**src/rtl/opr_pkg.sv**
```systemverilog
package opr_pkg;

    localparam int WORD_W = 12;

    typedef struct packed {
        logic clr_acc;
        logic clr_lnk;
        logic inv_acc;
        logic inv_lnk;
        logic rot_r;
        logic rot_l;
        logic rot_two;
        logic inc;
    } g1_ctl_t;

    typedef struct packed {
        logic sign_test;
        logic invert;
        logic stop;
    } g2_ctl_t;

    typedef enum logic [0:0] {
        ST_RUN,
        ST_HALTED
    } run_state_t;

endpackage

```
**src/rtl/opr_decode.sv**
```systemverilog
module opr_decode
    import opr_pkg::*;
(
    input  logic [WORD_W-1:0] instr,
    output logic              is_g1,
    output logic              is_g2,
    output g1_ctl_t           g1,
    output g2_ctl_t           g2
);

    logic is_opr;

    always_comb begin
        is_opr = (instr[WORD_W-1:WORD_W-3] == 3'b111);
        is_g1  = is_opr && !instr[8];
        is_g2  = is_opr && instr[8] && !instr[0];
        g1     = g1_ctl_t'(instr[7:0]);
        g2.sign_test = instr[6];
        g2.invert    = instr[3];
        g2.stop      = instr[1];
    end

endmodule

```
**src/rtl/opr_group1.sv**
```systemverilog
module opr_group1
    import opr_pkg::*;
#(
    parameter int W = WORD_W
) (
    input  logic [W-1:0] acc_in,
    input  logic         lnk_in,
    input  g1_ctl_t      ctl,
    output logic [W-1:0] acc_out,
    output logic         lnk_out
);

    localparam int RING_W = W + 1;

    logic [W-1:0]      a_clr, a_inv;
    logic              l_clr, l_inv;
    logic [RING_W-1:0] ring_inc, ring_rot;
    logic [RING_W-1:0] rr1, rr2, rl1, rl2;

    always_comb begin
        a_clr    = ctl.clr_acc ? '0 : acc_in;
        l_clr    = ctl.clr_lnk ? 1'b0 : lnk_in;
        a_inv    = ctl.inv_acc ? ~a_clr : a_clr;
        l_inv    = ctl.inv_lnk ? ~l_clr : l_clr;
        ring_inc = {l_inv, a_inv} + RING_W'(ctl.inc);

        rr1 = {ring_inc[0],        ring_inc[RING_W-1:1]};
        rr2 = {ring_inc[1:0],      ring_inc[RING_W-1:2]};
        rl1 = {ring_inc[RING_W-2:0], ring_inc[RING_W-1]};
        rl2 = {ring_inc[RING_W-3:0], ring_inc[RING_W-1:RING_W-2]};

        unique case ({ctl.rot_r, ctl.rot_l})
            2'b10:   ring_rot = ctl.rot_two ? rr2 : rr1;
            2'b01:   ring_rot = ctl.rot_two ? rl2 : rl1;
            default: ring_rot = ring_inc;
        endcase

        acc_out = ring_rot[W-1:0];
        lnk_out = ring_rot[W];
    end

endmodule

```
**src/rtl/opr_skip.sv**
```systemverilog
module opr_skip
    import opr_pkg::*;
(
    input  logic    acc_sign,
    input  g2_ctl_t ctl,
    output logic    skip_req
);

    always_comb begin
        skip_req = (ctl.sign_test && acc_sign) ^ ctl.invert;
    end

endmodule

```
**src/rtl/opr_unit.sv**
```systemverilog
module opr_unit
    import opr_pkg::*;
#(
    parameter int W = WORD_W
) (
    input  logic         clk,
    input  logic         rst_n,
    input  logic         instr_valid,
    input  logic [11:0]  instr,
    output logic [W-1:0] acc,
    output logic         link,
    output logic         skip,
    output logic         halt
);

    run_state_t state_q, state_d;

    logic    is_g1, is_g2, skip_req, fire;
    g1_ctl_t g1;
    g2_ctl_t g2;
    logic [W-1:0] acc_q, acc_n;
    logic         link_q, link_n, skip_q;

    opr_decode u_decode (
        .instr (instr),
        .is_g1 (is_g1),
        .is_g2 (is_g2),
        .g1    (g1),
        .g2    (g2)
    );

    opr_group1 #(.W(W)) u_group1 (
        .acc_in  (acc_q),
        .lnk_in  (link_q),
        .ctl     (g1),
        .acc_out (acc_n),
        .lnk_out (link_n)
    );

    opr_skip u_skip (
        .acc_sign (acc_q[W-1]),
        .ctl      (g2),
        .skip_req (skip_req)
    );

    assign fire = instr_valid && (state_q == ST_RUN);

    always_comb begin
        state_d = state_q;
        unique case (state_q)
            ST_RUN:    if (fire && is_g2 && g2.stop) state_d = ST_HALTED;
            ST_HALTED: state_d = ST_HALTED;
            default:   state_d = ST_RUN;
        endcase
    end

    always_ff @(posedge clk or negedge rst_n) begin
        if (!rst_n) state_q <= ST_RUN;
        else        state_q <= state_d;
    end

    always_ff @(posedge clk or negedge rst_n) begin
        if (!rst_n) begin
            acc_q  <= '0;
            link_q <= 1'b0;
            skip_q <= 1'b0;
        end else begin
            skip_q <= 1'b0;
            unique case (state_q)
                ST_RUN: begin
                    if (fire && is_g1) begin
                        acc_q  <= acc_n;
                        link_q <= link_n;
                    end
                    if (fire && is_g2) skip_q <= skip_req;
                end
                default: begin
                    skip_q <= 1'b0;
                end
            endcase
        end
    end

    assign acc  = acc_q;
    assign link = link_q;
    assign skip = skip_q;
    assign halt = (state_q == ST_HALTED);

endmodule

```
**config.mk**
```make
export PLATFORM = sky130hd
export DESIGN_NAME = opr_unit
export DESIGN_NICKNAME = d
export VERILOG_FILES = /design/src/rtl/opr_pkg.sv /design/src/rtl/opr_decode.sv /design/src/rtl/opr_group1.sv /design/src/rtl/opr_skip.sv /design/src/rtl/opr_unit.sv
export SDC_FILE = /design/constraint.sdc
export NUM_CORES = 1
export LEC_CHECK = 0
export BUFFER_PORTS_ARGS = -buffer_cell sky130_fd_sc_hd__buf_2
export CORE_ASPECT_RATIO = 0.6
export CORE_MARGIN = 1.5
export CORE_UTILIZATION = 39
export CTS_BUF_LIST = sky130_fd_sc_hd__clkbuf_4
export DETAILED_ROUTE_END_ITERATION = 12
export GPL_TIMING_DRIVEN = 0
export PLACE_DENSITY = 0.56
export SLEW_MARGIN = 20
export SYNTH_ARGS = -nofsm -noshare
export SYNTH_HDL_FRONTEND = slang
export SYNTH_SLANG_ARGS = --single-unit
```
**constraint.sdc**
```tcl
create_clock -name clk -period 3.03 [get_ports clk]
set_input_delay 0 -clock clk [delete_from_list [all_inputs] [get_ports clk]]
set_output_delay 0 -clock clk [all_outputs]
set_load 0.1 [all_outputs]
```
Word-level counts from Yosys, hierarchy flattened
Cells that the tools add are included.
{"block": "classes", "n_addsub": 1, "n_eq_ne": 3, "mux": 11, "bitwise": 4, "n_reduce_logical": 11}
{"op": "13-bit 2-to-1 mux", "n": 2}
{"op": "13-bit case mux with 2 select lines", "n": 1}
{"op": "12-bit 2-to-1 mux", "n": 2}
{"op": "13-bit by 1-bit adder with 13-bit output", "n": 1}
{"op": "12-bit NOT", "n": 1}
{"op": "1-bit logical AND", "n": 8}
{"op": "1-bit 2-to-1 mux", "n": 5}
{"op": "3-bit == test, second input constant", "n": 1}
{"op": "2-bit by 1-bit == test with 1-bit output, second input constant", "n": 1}
{"op": "2-bit == test, second input constant", "n": 1}
{"op": "1-bit zero test", "n": 2}
{"op": "1-bit NOT", "n": 2}
{"op": "1-bit case mux with 2 select lines", "n": 1}
{"op": "2-bit AND reduction", "n": 1}
{"op": "1-bit bitwise XOR", "n": 1}
{"block": "totals", "reg_bits": 15, "out_inout_bits": 15, "elab_cells": 34}

Longest topological paths before layout
Gate-level depths: netlist of run 1.
{"block": "logic_depth", "ltp_word": 7, "ltp_mapped": 13}

Hierarchy
From an unflattened synthesis of run 1, not the netlist that was laid out.
{"block": "unflattened", "cells_unflattened": 250, "hier_area_um2": 2078.2}
{"module": "opr_group1", "instances": 1, "cells_per_inst": 202, "area_each_um2": 1347.5}
{"module": "opr_unit", "instances": 1, "cells_per_inst": 32, "area_each_um2": 609.3}
{"module": "opr_decode", "instances": 1, "cells_per_inst": 14, "area_each_um2": 108.9}
{"module": "opr_skip", "instances": 1, "cells_per_inst": 2, "area_each_um2": 12.5}

Least setup slack after synthesis of run 1
Ideal clock, no wire load.
{"block": "synth_timing", "kind": "reg2reg", "startpoint": "register acc_q[1], in the netlist acc[1]", "endpoint": "register acc_q[2], in the netlist acc[2]", "setup_ns": 0.134, "arrival_ns": 3.084, "required_time_ns": 2.896, "path_slack_ns": -0.188, "path_stages_with_launch": 12, "n_path_buf": 1, "period_less_slack_ns": 3.218, "path_cell_list": "dfrtp_1 > clkbuf_2 > nor2b_1 > xnor2_1 > ha_1 > inv_1 > o311ai_0 > a31oi_1 > a31o_2 > or2_2 > a311oi_1 > o22ai_1"}
{"block": "synth_via", "elab_chain_len": 6}
{"element": "start, declared", "line_no": "opr_unit.sv:21", "source": "logic [W-1:0] acc_q, acc_n;"}
{"element": "start signal, assigned", "line_no": "opr_unit.sv:72", "source": "acc_q <= acc_n;"}
{"element": "12-bit 2-to-1 mux *", "line_no": "opr_group1.sv:21", "source": "a_clr = ctl.clr_acc ? '0 : acc_in;"}
{"element": "12-bit NOT", "line_no": "opr_group1.sv:23", "source": "a_inv = ctl.inv_acc ? ~a_clr : a_clr;"}
{"element": "12-bit 2-to-1 mux *", "line_no": "opr_group1.sv:23"}
{"element": "13-bit by 1-bit adder with 13-bit output *", "line_no": "opr_group1.sv:25", "source": "ring_inc = {l_inv, a_inv} + RING_W'(ctl.inc);"}
{"element": "13-bit 2-to-1 mux (on tied branches)", "line_no": "opr_group1.sv:34, opr_group1.sv:33"}
{"element": "13-bit case mux with 2 select lines *", "line_no": "opr_group1.sv:32", "source": "unique case ({ctl.rot_r, ctl.rot_l})"}
Mark *: on every way between the ends. The rest lies on a longest branch, timed or not.
A chain may end at the register's enable or synchronous reset.

Final worst setup path of run 1
Same ends and word-level chain as after synthesis.

==> summary.txt, run 1 <==
Status
  – Outcome: complete, no violations

CTS
  – TritonCTS clock tree: done
  – Depth of the CTS H-tree: 1
  – Register clock-pin slew on the reported worst setup and hold paths: 0.10 ns
  – Root Buffer: clkbuf_4
  – Clock Tree Buf Depth: 2
  – Later-pin clock latency in the skew report: 0.30 ns
  – Setup bufs post-CTS: 0
  – Inserted Clock Buffers: 3
  – Clk sinks: 15

Pwr
  – Clock power share: 0.092
  – Comb pwr share: 0.675
  – Sw Share: 0.6119
  – Pleak: 0.8115 nW
  – Design internal power: 0.0005681 W
  – Total power per unit cell area: 694.3 nW/um2
  – Net switching power: 0.0008956 W
  – Sequential power share: 0.233
  – Maximum VDD drop: 388.8 uV

Detailed routing
  – Vias/cell: 5.918
  – Routed Wire Length: 5470 um
  – Number of routed nets with antenna violations: 0
  – Drt initial violations: 160
  – Detailed-route DRC error count: 0
  – Vias: 1947
  – DR pass1 iterations: 4
  – Routed len/inst: 16.63 um

Floorplan
  – Core Region: 4541 um2
  – DIE WIDTH: 91.48 um
  – Initial Utilization: 0.4034
  – Die Footprint: 5130 um2
  – Die Y: 56.09 um
  – Row cnt: 19
  – Ports: 30

GRT
  – Number of global-route vias before repair: 1718
  – Remaining global-route overflow: 0
  – First-pass GRT wire length: 9156 um
  – All-layer global routing usage: 0.2272
  – Largest net degree at the start of global routing: 16
  – Initial antenna violation count: 0

STA
  – Worst slew pin tran: 0.8368 ns
  – Setup TNS: 0 ns
  – RSZ-0062 raised after global routing: false
  – Count of final hold-check violations: 0
  – Fmax: 355.7 MHz
  – Final setup fails: 0
  – Worst Slack Setup Final: 0.2186 ns
  – Max Slew Vio Count: 0
  – Slew margin rel.: 0.4401
  – Clk_skew: 0.007446 ns
  – Final Critical Period: 2.811 ns
  – Final Cycle Share: 0.9278

Worst setup path
  – Crit. End Element: flip-flop
  – CP Launch Type: flip-flop
  – Slowest-stage cell, CP: dfrtp_2
  – Crit-path max FO: 9
  – Arrival @ worst endpoint: 2.99 ns
  – WS Path Type: flip-flop to flip-flop
  – Critical Path RT: 3.21 ns
  – Worst path max stage delay: 0.41 ns
  – Crit-path cells: clkbuf_2 > nor2b_1 > xnor2_1 > ha_1 > inv_2 > o311ai_2 > a31oi_1 > a31o_2 > or2_2 > a311oi_2 > o22ai_1

Logic synthesis
  – Synthesized flop and latch total: 15
  – Synth warn: 0
  – Seq/Total Area, Yosys: 0.2049
  – Cell count after synthesis: 233
  – Async set or reset register ratio after synthesis: 1.000
  – Synth top area cells: dfrtp_1 20%, xnor2_1 6.7%, a21oi_1 4.9%
  – Top-area cell type share of the netlist area: 0.2049
  – Synth unique cells: 60
  – Top FF cell, synth: dfrtp_1
  – Synthesized Nets: 252
  – EDFF count, synth: 0
  – Synth cell count leaders: 18 x a21oi_1, 18 x nand2_1, 15 x dfrtp_1
  – Syn_area_per_cell: 7.862 um2
  – Mapped Area: 1832 um2
  – Yosys top cell by area: dfrtp_1

Layout
  – Layout fillers: 470
  – Footprint of the multi-input gates: 1326 um2
  – Area grow syn2layout: 15.10%
  – # diodes: 0
  – Post-route cell area: 2108 um2
  – Ratio of cells with drive above 1 in the final layout: 0.2444
  – Total area of sequential cells: 377.9 um2
  – Final Util: 0.4643
  – Fin nets: 286

Place
  – Placed Area: 2058 um2
  – Placed wire-length estimate: 4175 um
  – GPL Wtd Cong: 0.9194
  – Port Buffers: 29
  – Post-Place Setup Slack: -0.2034 ns

Min path
  – Hold Path Class: input port to flip-flop

Flow run
  – Max-Cap Viols: 0
==> per-layer routing <==
layer,track usage,wire (um),part of all wire
met1,0.3708,2877,0.53
met2,0.2889,2082,0.38
met3,0.05055,444,0.081
met4,0.05357,65,0.012
met5,0,0,0
==> final timing paths <==
path	from	endpoint	slack, ns	cells past startpoint
worst max-delay path	acc[1]$_DFFE_PN0P_	acc[2]$_DFFE_PN0P_	0.22	11
worst min-delay path	instr[0]	skip$_DFF_PN0_	0.01	3
worst max register to register	acc[1]$_DFFE_PN0P_	acc[2]$_DFFE_PN0P_	0.22	11
worst min register to register	halt$_DFF_PN0_	halt$_DFF_PN0_	0.49	1
max in group asynchronous	rst_n	acc[0]$_DFFE_PN0P_	2.61	2
min in group asynchronous	rst_n	acc[3]$_DFFE_PN0P_	0.14	2
==> area by class of cell <==
cell class | instances | area share
Multi-Input combinational cell | 186 | 0.6291
Sequential cell | 15 | 0.1792
Timing Repair Buffer | 30 | 0.07359
Buffer | 17 | 0.04154
Tap cell | 63 | 0.03739
Inverter | 14 | 0.02493
Clock buffer | 4 | 0.01424
==> power by group through the flow <==
stage	clock (W)	combinational, W	sequential (W)
after floorplan	0	0.000438	0.000688
after global placement	0	0.000973	0.000346
after detailed placement	0	0.000971	0.000346
after CTS	0.000139	0.000976	0.000342
after global routing	0.000145	0.00105	0.000355
final	0.000135	0.000988	0.000341
==> worst max-delay path: cells and delay by family, from the launching register on <==
kind,cells,cell delay [ns]
AOI/OAI and AO/OA,5,1.11
and+or+nand+nor,2,0.46
DFF,1,0.41
buffers and inverters,2,0.29
adders and majority gates,1,0.24
xor gates and xnor gates,1,0.16
==> registers in the layout (all words and copies together), names as in the netlist <==
| name | count |
|---|---|
| acc | 12 |
| halt | 1 |
| link | 1 |
| skip | 1 |
==> per-stage QoR <==
step	hold WS, ns	std cells	total power (W)
2_1_floorplan	-0.2956	233	0.001126
3_3_place_gp	-0.06272	325	0.001318
3_5_place_dp	-0.05870	325	0.001317
4_1_cts	0.01079	330	0.001456
5_1_grt	0.02733	329	0.001549
6_report	0.01319	329	0.001464
==> layout by cell type, fill, tap and decap left out, types with 4 or more instances in the layout <==
cell       n
a221oi_1   5
clkbuf_4   4
nor2b_1    7
inv_1     12
clkbuf_1   7
nand4_1    4
dfrtp_1   13
o21ai_0   13
buf_2     35
and2_1     4
ha_1       4
a31oi_1    7
o22ai_1   10
xnor2_1   14
o211ai_1   4
nor2_1    11
nand3_1    9
a21oi_1   18
nand2_1   18
==> timing repair <==
action,CTS,global route
hold buffers,1,0
resized for setup,0,4
endpoints found under the hold margin,15,0
endpoints found under the setup margin,0,2
==> cell families (layout without fill, tap and decap cells) <==
group,count (synthesis),after routing,share of synthesized area
compound gates,84,84,0.3320
simple gates,80,80,0.2664
buf+inv,32,65,0.07855
flops,15,15,0.2049
xor+xnor,14,14,0.06694
fa+ha+maj,4,4,0.02732
mux,4,4,0.02391
(Power assumes the default switching activity.)
==> run 2, diff against run 1 <==
- RECOVER_POWER: unset -> 100
==> summary.txt, run 2 (same netlist as run 1, synthesis figures left out) <==
Pwr
  – Pleak: 0.7643 nW (-5.8%)
  – Maximum VDD drop: 382.1 uV (-1.7%)
  – Total Power: 0.001445 W (-1.3%)
  – Total power per unit cell area: 697.9 nW/um2 (+0.52%)

Layout
  – Largest register FFs: 12 (unchanged)
  – Area grow syn2layout: 13.05%
  – # diodes: 0 (unchanged)
  – Ratio of cells with drive above 1 in the final layout: 0.1805 (-0.06391)
  – Commonest non-fill, non-tap cell in the layout: clkbuf_1
  – Most frequent cells in the layout: 23 x clkbuf_1, 19 x buf_2, 18 x nand2_1, 18 x a21oi_1, 14 x xnor2_1
  – Fin nets: 286 (unchanged)

STA
  – Worst slew pin tran: 1.163 ns (+0.3260 ns)
  – Final Critical Period: 2.803 ns (-0.008773 ns)
  – Final Cycle Share: 0.9249 (-0.002895)
  – RSZ-0062 raised after global routing: false
  – Count of final hold-check violations: 0 (unchanged)
  – Slew margin rel.: 0.2282 (-0.2119)
  – Final hold slack: 0.01611 ns (+0.002920 ns)
  – Fmax: 356.8 MHz (+0.31%)
  – Final setup fails: 0 (unchanged)
  – Clk_skew: 0.005530 ns (-0.001915 ns)
  – Max Slew Vio Count: 0 (unchanged)

CTS
  – TritonCTS clock tree: done
  – Root Buffer: clkbuf_4
  – Clk sinks: 15 (unchanged)
  – Inserted Clock Buffers: 3 (unchanged)
  – Setup bufs post-CTS: 0 (unchanged)
  – Depth of the CTS H-tree: 1 (unchanged)
  – Clock Tree Buf Depth: 2 (unchanged)
  – Later-pin clock latency in the skew report: 0.30 ns (about the same)
  – Register clock-pin slew on the reported worst setup and hold paths: 0.10 ns (about the same)

Detailed routing
  – Routed len/inst: 16.65 um (+0.16%)
  – Vias: 1963 (+0.82%)
  – DR pass1 iterations: 4 (unchanged)
  – Number of routed nets with antenna violations: 0 (unchanged)
  – Drt initial violations: 149 (-6.9%)
  – Vias/cell: 5.967 (+0.82%)
  – Detailed-route DRC error count: 0 (unchanged)
  – Routed Wire Length: 5479 um (+0.16%)

GRT
  – Remaining global-route overflow: 0 (unchanged)
  – Largest net degree at the start of global routing: 16 (unchanged)
  – Initial antenna violation count: 0 (unchanged)
  – First-pass GRT wire length: 9156 um (unchanged)
  – Number of global-route vias before repair: 1718 (unchanged)
  – All-layer global routing usage: 0.2272 (unchanged)

Worst setup path
  – Crit. End Element: flip-flop
  – Crit-path cells: clkbuf_2 > nor2b_1 > xnor2_1 > ha_1 > inv_2 > o311ai_2 > a31oi_1 > a31o_2 > or2_2 > a311oi_2 > o22ai_1
  – Arrival @ worst endpoint: 2.98 ns (about the same)
  – CP Launch Type: flip-flop
  – Slowest-stage cell, CP: dfrtp_2
  – WS Path Type: flip-flop to flip-flop
  – Critical Path RT: 3.20 ns (about the same)
  – Worst path max stage delay: 0.41 ns (about the same)
  – Crit-path max FO: 9 (unchanged)

Place
  – GPL Wtd Cong: 0.9194 (unchanged)
  – Placed wire-length estimate: 4175 um (unchanged)
  – Port Buffers: 29 (unchanged)

Floorplan
  – Core Region: 4541 um2 (unchanged)
  – Row cnt: 19 (unchanged)
  – Ports: 30 (unchanged)
  – DIE WIDTH: 91.48 um (unchanged)
  – Initial Utilization: 0.4034 (unchanged)
  – Die Y: 56.09 um (unchanged)
  – Die Footprint: 5130 um2 (unchanged)

Min path
  – Hold Path Class: input port to flip-flop

Status
  – Outcome: complete, no violations

Flow run
  – Max-Cap Viols: 0 (unchanged)
==> run 2: cell types whose count changed in the layout (fill, tap and decap cells not counted), sizes merged <==
cell / delta
buf: -16
clkbuf: +16
==> run 2: final cells by class <==
class,count,area (um2)
Fill cell,483,2470
Multi-Input combinational cell,186,1309
Clock buffer,4,30.03
Timing Repair Buffer,30,135.1
Buffer,17,87.58
Tap cell,63,78.83
Sequential cell,15,377.9
Inverter,14,52.55
==> run 2: repair_timing <==
item | in CTS | in global routing
endpoints found under the hold margin | 15 | 0
gates resized for setup | 0 | 4
hold buffers | 1 | 0
endpoints found under the setup margin | 0 | 2
==> run 2: worst max-delay path, delay by kind of cell, from the launching register on <==
kind / cells / cell delay, ns
AO/OA/AOI/OAI: 5 / 1.11
adder cells (fa/ha/maj): 1 / 0.24
XOR/XNOR: 1 / 0.16
AND/OR/NAND/NOR: 2 / 0.47
buffers and inverters: 2 / 0.29
flip-flops: 1 / 0.41
==> run 2: where the power goes <==
group,internal [W],total (W),switching (W)
clock,0.0000603,0.000133,0.0000726
combinational,0.000237,0.000968,0.000731
sequential,0.000254,0.000344,0.0000900
total,0.000551,0.00145,0.000894
==> run 2: metrics by stage <==
stage	setup TNS [ns]	utilization	std cells	area (um2)	worst slack [ns]
2_1_floorplan	0	-	233	1834	0.1000
3_3_place_gp	-0.2298	0.4533	325	2058	-0.2298
3_5_place_dp	-0.2221	0.4533	325	2058	-0.2034
4_1_cts	0	0.4621	330	2098	0.06903
5_1_grt	0	0.4560	329	2071	0.03919
6_report	0	0.4560	329	2071	0.2274
==> run 2: worst paths after layout <==
check | start | end | slack [ns] | depth (start not counted)
setup reg to reg | acc[1]$_DFFE_PN0P_ | acc[2]$_DFFE_PN0P_ | 0.23 | 11
hold / removal | instr[0] | skip$_DFF_PN0_ | 0.02 | 3
setup / recovery | acc[1]$_DFFE_PN0P_ | acc[2]$_DFFE_PN0P_ | 0.23 | 11
max in group asynchronous | rst_n | acc[0]$_DFFE_PN0P_ | 2.11 | 2
min in group asynchronous | rst_n | acc[4]$_DFFE_PN0P_ | 0.33 | 2
hold reg to reg | halt$_DFF_PN0_ | halt$_DFF_PN0_ | 0.49 | 1
==> run 2: routing by layer <==
layer	up-vias	routed length [um]	track usage
met2	97	2094	0.2889
met4	0	82	0.05357
li1	949	-	-
met1	906	2855	0.3708
met3	11	447	0.05055
met5	-	0	0
==> run 3, diff against run 2 <==
- CORE_UTILIZATION: 39 -> 36
- PLACE_DENSITY: 0.56 -> 0.52
==> summary.txt, run 3 (same netlist as run 1, synthesis figures left out) <==
Status
  – Outcome: complete, no violations

GRT
  – Remaining global-route overflow: 0 (unchanged)
  – First-pass GRT wire length: 9287 um (+1.4%)
  – Number of global-route vias before repair: 1712 (-0.35%)
  – Largest net degree at the start of global routing: 16 (unchanged)
  – All-layer global routing usage: 0.2212 (-0.006079)
  – Initial antenna violation count: 0 (unchanged)

Worst setup path
  – CP Launch Type: flip-flop
  – Critical Path RT: 3.20 ns (about the same)
  – Arrival @ worst endpoint: 2.95 ns (-0.03 ns)
  – Crit-path max FO: 9 (unchanged)
  – Buf/Inv on CP: 2 (unchanged)
  – Levels on crit path: 11 (unchanged)
  – CP delay by family, top: compound AO/OA/AOI/OAI gates
  – Cell count of the worst reg-to-reg path: 11 (unchanged)
  – Crit. End Element: flip-flop
  – Slowest-stage cell, CP: dfrtp_2
  – WS Path Type: flip-flop to flip-flop
  – Crit-path cells: clkbuf_2 > nor2b_1 > xnor2_1 > ha_2 > inv_2 > o311ai_1 > a31oi_1 > a31o_2 > or2_2 > a311oi_1 > o22ai_1
  – Worst path max stage delay: 0.41 ns (about the same)

Pwr
  – Design internal power: 0.0005400 W (-2.1%)
  – Sequential power share: 0.240 (+0.002)
  – Total power per unit cell area: 700.8 nW/um2 (+0.41%)
  – Clock power share: 0.088 (-0.004)
  – Total Power: 0.001445 W (about the same)
  – Pleak: 0.7522 nW (-1.6%)
  – Net switching power: 0.0009050 W (+1.3%)
  – Sw Share: 0.6263 (+0.007817)
  – Comb pwr share: 0.673 (+0.003)
  – Maximum VDD drop: 402.1 uV (+5.2%)

CTS
  – Depth of the CTS H-tree: 1 (unchanged)
  – TritonCTS clock tree: done
  – Root Buffer: clkbuf_4
  – Later-pin clock latency in the skew report: 0.30 ns (about the same)
  – Clock Tree Buf Depth: 2 (unchanged)
  – Inserted Clock Buffers: 3 (unchanged)
  – Register clock-pin slew on the reported worst setup and hold paths: 0.10 ns (about the same)
  – Clk sinks: 15 (unchanged)

Floorplan
  – Row cnt: 19 (unchanged)
  – Core Region: 4731 um2 (+4.2%)
  – DIE WIDTH: 95.09 um (+4.0%)
  – Ports: 30 (unchanged)
  – Die Footprint: 5539 um2 (+8.0%)
  – Initial Utilization: 0.3872 (-0.01622)
  – Die Y: 58.26 um (+3.9%)

STA
  – Final Critical Period: 2.777 ns (-0.02583 ns)
  – Final Cycle Share: 0.9164 (-0.008523)
  – Count of final hold-check violations: 0 (unchanged)
  – Worst slew pin tran: 1.163 ns (+0.0004975 ns)
  – Max Slew Vio Count: 0 (unchanged)
  – Clk_skew: 0.001161 ns (-0.004369 ns)
  – Final setup fails: 0 (unchanged)
  – Final hold slack: 0.02131 ns (+0.005200 ns)
  – Slew margin rel.: 0.2278 (-0.0003300)
  – Fmax: 360.1 MHz (+0.93%)
  – RSZ-0062 raised after global routing: false

Layout
  – Most frequent cells in the layout: 23 x clkbuf_1, 19 x buf_2, 18 x nand2_1, 18 x a21oi_1, 14 x xnor2_1
  – Largest register FFs: 12 (unchanged)
  – Post-route cell area: 2062 um2 (-0.42%)
  – Commonest non-fill, non-tap cell in the layout: clkbuf_1
  – Ratio of cells with drive above 1 in the final layout: 0.1729 (-0.007519)
  – Area grow syn2layout: 12.57%
  – Layout fillers: 504 (+4.3%)
  – Fin nets: 286 (unchanged)
  – # diodes: 0 (unchanged)

Place
  – Placed wire-length estimate: 4393 um (+5.2%)
  – Port Buffers: 29 (unchanged)
  – Placed Area: 2058 um2 (unchanged)
  – GPL Wtd Cong: 0.8945 (-2.7%)

Detailed routing
  – DR pass1 iterations: 4 (unchanged)
  – Number of routed nets with antenna violations: 0 (unchanged)
  – Routed Wire Length: 5765 um (+5.2%)
  – Vias: 1930 (-1.7%)
  – Detailed-route DRC error count: 0 (unchanged)
  – Drt initial violations: 158 (+6.0%)
  – Vias/cell: 5.866 (-1.7%)
  – Routed len/inst: 17.52 um (+5.2%)

Min path
  – Hold Path Stages: 3 (unchanged)
  – Hold Path Class: input port to flip-flop

Flow run
  – Max-Cap Viols: 0 (unchanged)
## run 3: path summary, 6_finish.rpt
kind                       slack (ns)                  end                from
min in group asynchronous        0.33  acc[10]$_DFFE_PN0P_               rst_n
min                              0.02       skip$_DFF_PN0_            instr[0]
max reg2reg                      0.25   acc[2]$_DFFE_PN0P_  acc[1]$_DFFE_PN0P_
min reg2reg                      0.48       halt$_DFF_PN0_      halt$_DFF_PN0_
max in group asynchronous        2.11   acc[0]$_DFFE_PN0P_               rst_n
max                              0.25   acc[2]$_DFFE_PN0P_  acc[1]$_DFFE_PN0P_
## run 3: metrics by stage
step,setup TNS [ns],setup slack (ns),utilization,std cells
6_report,0,0.2532,0.4359,329
5_1_grt,0,0.02549,0.4359,329
3_3_place_gp,-0.4148,-0.2700,0.4351,325
4_1_cts,0,0.1063,0.4430,330
3_5_place_dp,-0.2222,-0.1746,0.4351,325
2_1_floorplan,0,0.1000,-,233
## run 3: cell type report
class,count,area (um2),area share
timing repair buffer,30,135.1,0.06553
multi-input combinational,186,1303,0.6317
inverter,14,52.55,0.02549
clock buffer,3,22.52,0.01092
tap,63,78.83,0.03823
sequential,15,377.9,0.1833
buffer,17,87.58,0.04248
clock inverter,1,5.005,0.002427
## run 3: worst min-delay path, stage by stage
cell and delay [ns]:
buf_2 0.10, nor3b_1 0.06, and2_0 0.13
## run 3: metal layers
metal  vias up  wire, um  track usage
met4         0         8      0.01919
met5         -         0            0
met1       903      3205       0.3777
met2        79      2150       0.2756
met3         2       400      0.04856
li1        946         -            -
## run 3: timing repair
action                                 4_1_cts  5_1_grt
hold buffers                                 1        0
setup buffers                                0        0
gates resized for setup                      0        3
setup endpoints to repair                    0        3
endpoints found under the hold margin       15        0
## run 3: power groups by stage
| stage | sequential (W) | combinational (W) | clock [W] |
|---|---|---|---|
| floorplan | 0.000688 | 0.000438 | 0 |
| global placement | 0.000347 | 0.000981 | 0 |
| detailed placement | 0.000349 | 0.000978 | 0 |
| CTS | 0.000345 | 0.000983 | 0.000131 |
| global route | 0.000357 | 0.00104 | 0.000140 |
| finish | 0.000347 | 0.000972 | 0.000127 |
